==> src/rtl/logmd_pkg.sv <==
`timescale 1ns/1ps
package logmd_pkg;
    typedef enum logic {
        ST_EMPTY = 1'b0,
        ST_FULL  = 1'b1
    } hold_state_e;
endpackage

==> src/rtl/logmd_msb.sv <==
`timescale 1ns/1ps
// Index of the highest set bit; returns 0 for a zero word (callers screen zero).
module logmd_msb #(
    parameter int W = 8,
    localparam int LW = (W > 1) ? $clog2(W) : 1
) (
    input  logic [W-1:0]  x,
    output logic [LW-1:0] idx
);
    always_comb begin
        idx = '0;
        for (int i = 0; i < W; i++) begin
            if (x[i]) idx = LW'(i);
        end
    end
endmodule

==> src/rtl/logmd_fill.sv <==
`timescale 1ns/1ps
// Rebuilds a W-bit word from a signed bit index.
module logmd_fill #(
    parameter int W  = 8,
    parameter int PW = 5
) (
    input  logic signed [PW-1:0] pos,
    input  logic                 alt,
    output logic [W-1:0]         pat
);
    localparam logic signed [PW-1:0] TOP_IDX = PW'(W - 1);

    logic signed [PW-1:0] clamp_pos;

    // index above the word saturates to the top bit
    always_comb clamp_pos = (pos > TOP_IDX) ? TOP_IDX : pos;

    for (genvar i = 0; i < W; i++) begin : g_bit
        localparam logic signed [PW-1:0] BIT_IDX = PW'(i);
        logic signed [PW-1:0] gap;
        assign gap    = clamp_pos - BIT_IDX;
        assign pat[i] = alt ? (!gap[PW-1] && !gap[0]) : (gap == '0);
    end
endmodule

==> src/rtl/logmd_unit.sv <==
`timescale 1ns/1ps
module logmd_unit
    import logmd_pkg::*;
#(
    parameter int W = 8
) (
    input  logic         clk,
    input  logic         rst,
    input  logic         in_valid,
    output logic         in_ready,
    input  logic [W-1:0] a,
    input  logic [W-1:0] b,
    input  logic         op_div,
    input  logic         alt_fill,
    output logic         out_valid,
    input  logic         out_ready,
    output logic [W-1:0] result,
    output logic         div_err
);
    localparam int LW = (W > 1) ? $clog2(W) : 1;
    localparam int PW = LW + 2;
    localparam logic signed [PW-1:0] W_S = PW'(W);

    hold_state_e state_q, state_d;
    logic [LW-1:0] lead_a, lead_b;
    logic signed [PW-1:0] bit_pos;
    logic [W-1:0] fill_pat, res_d, res_q;
    logic err_d, err_q;
    logic accept;

    logmd_msb #(.W(W)) u_msb_a (.x(a), .idx(lead_a));
    logmd_msb #(.W(W)) u_msb_b (.x(b), .idx(lead_b));

    always_comb begin
        if (op_div)
            bit_pos = $signed({2'b00, lead_a}) - $signed({2'b00, lead_b});
        else
            bit_pos = $signed({2'b00, lead_a}) + $signed({2'b00, lead_b}) - W_S;
    end

    logmd_fill #(.W(W), .PW(PW)) u_fill (
        .pos (bit_pos),
        .alt (alt_fill),
        .pat (fill_pat)
    );

    // operand screening: divide-by-zero first, then zero operands
    always_comb begin
        err_d = 1'b0;
        if (op_div && (b == '0)) begin
            res_d = '1;
            err_d = 1'b1;
        end else if ((a == '0) || (b == '0)) begin
            res_d = '0;
        end else begin
            res_d = fill_pat;
        end
    end

    // holding state machine
    always_ff @(posedge clk) begin
        if (rst) state_q <= ST_EMPTY;
        else     state_q <= state_d;
    end

    always_comb begin
        state_d = state_q;
        unique case (state_q)
            ST_EMPTY: if (accept) state_d = ST_FULL;
            ST_FULL:  if (out_ready && !accept) state_d = ST_EMPTY;
            default:  state_d = ST_EMPTY;
        endcase
    end

    always_comb begin
        out_valid = (state_q == ST_FULL);
        in_ready  = (state_q == ST_EMPTY) || out_ready;
        accept    = in_valid && in_ready;
    end

    always_ff @(posedge clk) begin
        if (rst) begin
            res_q <= '0;
            err_q <= 1'b0;
        end else if (accept) begin
            res_q <= res_d;
            err_q <= err_d;
        end
    end

    assign result  = res_q;
    assign div_err = err_q;

    // accepted work shows up one edge later
    assert_accept_latency_R8: assert property (@(posedge clk) disable iff (rst)
        (in_valid && in_ready) |=> out_valid);

    // stalled answer does not move
    assert_stall_hold_R8: assert property (@(posedge clk) disable iff (rst)
        (out_valid && !out_ready) |=> (out_valid && $stable(result) && $stable(div_err)));

    // a free register always takes work
    assert_free_ready_R9: assert property (@(posedge clk) disable iff (rst)
        !out_valid |-> in_ready);

    // error flag always comes with the all-ones word
    assert_err_pattern_R6: assert property (@(posedge clk) disable iff (rst)
        div_err |-> (result == '1));

    // plain rebuild never sets two bits
    assert_plain_onehot_R1: assert property (@(posedge clk) disable iff (rst)
        (in_valid && in_ready && !alt_fill && !(op_div && b == '0)) |=> $onehot0(result));

    // reset empties the output
    assert_reset_clear_R10: assert property (@(posedge clk)
        rst |=> (!out_valid && !div_err && result == '0));
endmodule

==> config.mk <==
export PLATFORM = sky130hd
export DESIGN_NAME = logmd_unit
export DESIGN_NICKNAME = d
export VERILOG_FILES = /design/src/rtl/logmd_pkg.sv /design/src/rtl/logmd_msb.sv /design/src/rtl/logmd_fill.sv /design/src/rtl/logmd_unit.sv
export SDC_FILE = /design/constraint.sdc
export NUM_CORES = 1
export LEC_CHECK = 0
export ABC_CLOCK_PERIOD_IN_PS = 5550
export BUFFER_PORTS_ARGS = -buffer_cell sky130_fd_sc_hd__buf_4
export CORE_ASPECT_RATIO = 0.5
export CORE_MARGIN = 2
export CORE_UTILIZATION = 40
export CTS_BUF_LIST = sky130_fd_sc_hd__clkbuf_4
export CTS_CLUSTER_SIZE = 8
export DETAILED_ROUTE_END_ITERATION = 10
export MAX_ROUTING_LAYER = met4
export SLEW_MARGIN = 10
export SYNTH_ARGS = -nofsm -noshare
export SYNTH_HDL_FRONTEND = slang
export SYNTH_SLANG_ARGS = --single-unit
==> constraint.sdc <==
create_clock -name clk -period 5.55 [get_ports clk]
set_input_delay 0.2775 -clock clk [delete_from_list [all_inputs] [get_ports clk]]
set_output_delay 0.2775 -clock clk [all_outputs]
set_load 0.05 [all_outputs]
==> flow_metrics.env <==
export IMPL_area_delta_synth_final_pct=22.2
export IMPL_dpl_hpwl_um=2650
export IMPL_first_pass_iters=4
export IMPL_min_from="in_valid"
export IMPL_hold_path_class="in2reg"
export IMPL_max_cap_violations=0
export IMPL_grt_overflow=0
export IMPL_placementRows=14
export IMPL_met1_length_um=1660
export IMPL_synth_edf_count=0
export IMPL_vdd_ir_drop_max_v=0.0000910
export IMPL_nets=232
export IMPL_swShare_pct=41.9
export IMPL_syn_num_nets=200
export IMPL_die_h_um=43.6
export IMPL_p_sw_uw=117
export IMPL_synth_top_family_by_area="compound AO/OA/AOI/OAI gates"
export IMPL_r2r_cells=5
export IMPL_ys_seq_area_share_pct=16.0
export IMPL_hold_viol_final=0
export IMPL_path_max_fanout=5
export IMPL_total_power_uw=280
export IMPL_insertion_delay_ns=0.26
export IMPL_path_class="in2reg"
export IMPL_cts_buffers=3
export IMPL_path_clk_slew_ns=0.07
export IMPL_first_iter_violations=93
export IMPL_synth_compound_area_share_pct=29.6
export IMPL_ant_nets=0
export IMPL_worst_pin_slew_ns=0.664
export IMPL_maxSlewViolCount=0
export IMPL_hold_end="out_valid"
export IMPL_synthArstFlopShare_pct=0
export IMPL_synthSimpleGateAreaFrac_pct=28.1
export IMPL_power_density_nw_per_um2=182
export IMPL_htreeDepth=1
export IMPL_route_vias_total=1279
export IMPL_cts_tree="built"
export IMPL_post_route_period_util_pct=66.8
export IMPL_yosysWarningCount=0
export IMPL_synth_fa_ha_area_share_pct=15.8
export IMPL_fp_dieW_um=83.2
export IMPL_cts_root_buf="clkbuf_4"
export IMPL_diodes=0
export IMPL_drive_gt1_share_pct=26.3
export IMPL_whs_path_depth=3
export IMPL_r2r_start="out_valid"
export IMPL_clockPowerShare_pct=17.2
export IMPL_gp_congestion=0.939
export IMPL_synth_top_area_share_pct=16.0
export IMPL_r2r_slack_ns=3.66
export IMPL_cp_start_kind="primary input"
export IMPL_fin_area_um2=1530
export IMPL_p_comb_share_pct=54.6
export IMPL_finalSetupViolations=0
export IMPL_synth_xor_xnor_area_share_pct=0.698
export IMPL_end_kind="flop"
export IMPL_nFillCells=318
export IMPL_syn_avg_cell_area_um2=7.65
export IMPL_port_buffers=32
export IMPL_fin_cells=234
export IMPL_finClkSkew_ns=0.00747
export IMPL_yosys_top_cells_area="dfxtp_1 16%, ha_1 11%, a21oi_1 8.0%, nor2_1 6.6%, fa_1 4.8%"
export IMPL_tns_ns=0
export IMPL_met3WireLength_um=173
export IMPL_internal_power_uw=162
export IMPL_fin_crit_ns=3.71
export IMPL_wl_met2_um=1370
export IMPL_seq_area_um2=200
export IMPL_synthMuxAreaShare_pct=3.29
export IMPL_cts_hold_buf=0
export IMPL_r2r_end="result[2]"
export IMPL_worstPathArrival_ns=3.87
export IMPL_synth_most_common_cell="nor2_1"
export IMPL_postCtsSetupRepairBufs=0
export IMPL_multi_input_area_um2=972
export IMPL_synth_seq_cells=10
export IMPL_route_detailed_drc=0
export IMPL_synth_flop_cell="dfxtp_1"
export IMPL_rsz0062_at_grt="no"
export IMPL_top_layer="met4"
export IMPL_required_ns=5.71
export IMPL_first_global_vias=1184
export IMPL_grtUsageTotal_pct=19.6
export IMPL_die_area_um2=3630
export IMPL_synth_common_cells="22 x nor2_1, 20 x a21oi_1, 12 x inv_1"
export IMPL_core_um2=3000
export IMPL_yosysUniqueCellTypes=51
export IMPL_grt_max_degree=14
export IMPL_wl_per_cell_um=13.7
export IMPL_start_util_pct=41.9
export IMPL_grt_pass1_wl_um=5540
export IMPL_cts_sinks=10
export IMPL_fmax_mhz=270
export IMPL_yosysTopAreaCell="dfxtp_1"
export IMPL_slew_limit_headroom_pct=55.4
export IMPL_post_drt_via_cell_ratio=5.47
export IMPL_wl_um=3220
export IMPL_outcome="finished, final reports clean"
export IMPL_placed_cell_area_um2=1510
export IMPL_seqPwrFrac_pct=28.2
export IMPL_syn_inst=164
export IMPL_cts_resized=0
export IMPL_ioPinCount=33
export IMPL_syn_area_um2=1250
export IMPL_clockBufferDepth=2
export IMPL_p_leak_uw=0.000668
export IMPL_dp_cells=231
export IMPL_antenna_found_initial=0
## per-layer routing
layer | up-vias | track usage [%]
li1 | 664 | -
met1 | 575 | 27.0
met2 | 38 | 30.6
met3 | 2 | 2.48
met4 | 0 | 5.57
met5 | - | -
## worst max-delay path by stage
stage          from        end  slack, ns  depth (start not counted)
6_report       a[2]  result[3]       1.84                         20
5_1_grt        b[2]  result[3]       1.60                         20
4_1_cts        a[2]  result[3]       1.86                         20
3_5_place_dp   a[2]  result[3]       1.61                         20
3_3_place_gp   a[2]  result[3]       1.68                         20
2_1_floorplan  a[2]  result[3]       1.96                         19
## per-stage QoR
stage               hold WS, ns  setup WS [ns]  util, %
floorplan                 0.407           1.96        -
global placement          0.488           1.68     50.5
finish                    0.269           1.84     51.2
CTS                       0.263           1.86     51.2
global route              0.269           1.60     51.2
detailed placement        0.487           1.61     50.5
## layout by cell type (no fill, tap or decap), drive strengths merged, types with 3 or more instances in the layout
cell	count
a31oi	3
nand2	6
nand3	3
mux2i	3
or4	3
dfxtp	10
buf	32
o21ai	4
clkbuf	3
and2	3
nor3	6
a211oi	4
or3	5
inv	13
a21oi	21
nand2b	4
nor2	22
ha	11
or2	3
o22ai	3
fa	3
## logic make-up (layout without fill, tap and decap cells)
logic type / count (synthesis) / count (layout)
AOI/OAI and AO/OA: 52 / 52
xor gates and xnor gates: 1 / 1
adders and majority gates: 14 / 14
buffers and inverters: 18 / 48
DFF: 10 / 10
muxes: 4 / 4
and+or+nand+nor: 65 / 65
## state kept, by name, indices dropped and copies added, names as in the netlist
register and flops:
out_valid 1, result 8, div_err 1
## power groups by stage
stage | Combinational, uW | Sequential [uW] | Clock, uW
floorplan | 93.4 | 96.8 | 0
global placement | 151 | 80.4 | 0
detailed placement | 151 | 80.6 | 0
finish | 153 | 78.9 | 48.1
CTS | 152 | 79.0 | 50.4
global route | 169 | 79.4 | 52.9
## final cells by class
cell class	count	area share, %
Inverter	13	3.18
Timing Repair Buffer	32	15.7
Multi-Input combinational cell	136	63.4
Sequential cell	10	13.1
Tap cell	40	3.26
Clock buffer	3	1.47
## worst max-delay path, cell delays in order
cell and delay [ns]:
buf_4 0.11, nand2b_1 0.13, a21oi_1 0.14, nor2_1 0.05
nor2_1 0.10, or2_2 0.13, ha_1 0.21, inv_1 0.08
fa_1 0.35, inv_1 0.07, fa_1 0.41, or2_2 0.31
o21a_1 0.15, or2b_2 0.33, inv_1 0.13, ha_1 0.16
inv_1 0.04, a211oi_1 0.17, a22oi_1 0.14, a2111oi_2 0.36
No activity file was read; power rests on OpenSTA's default activity.
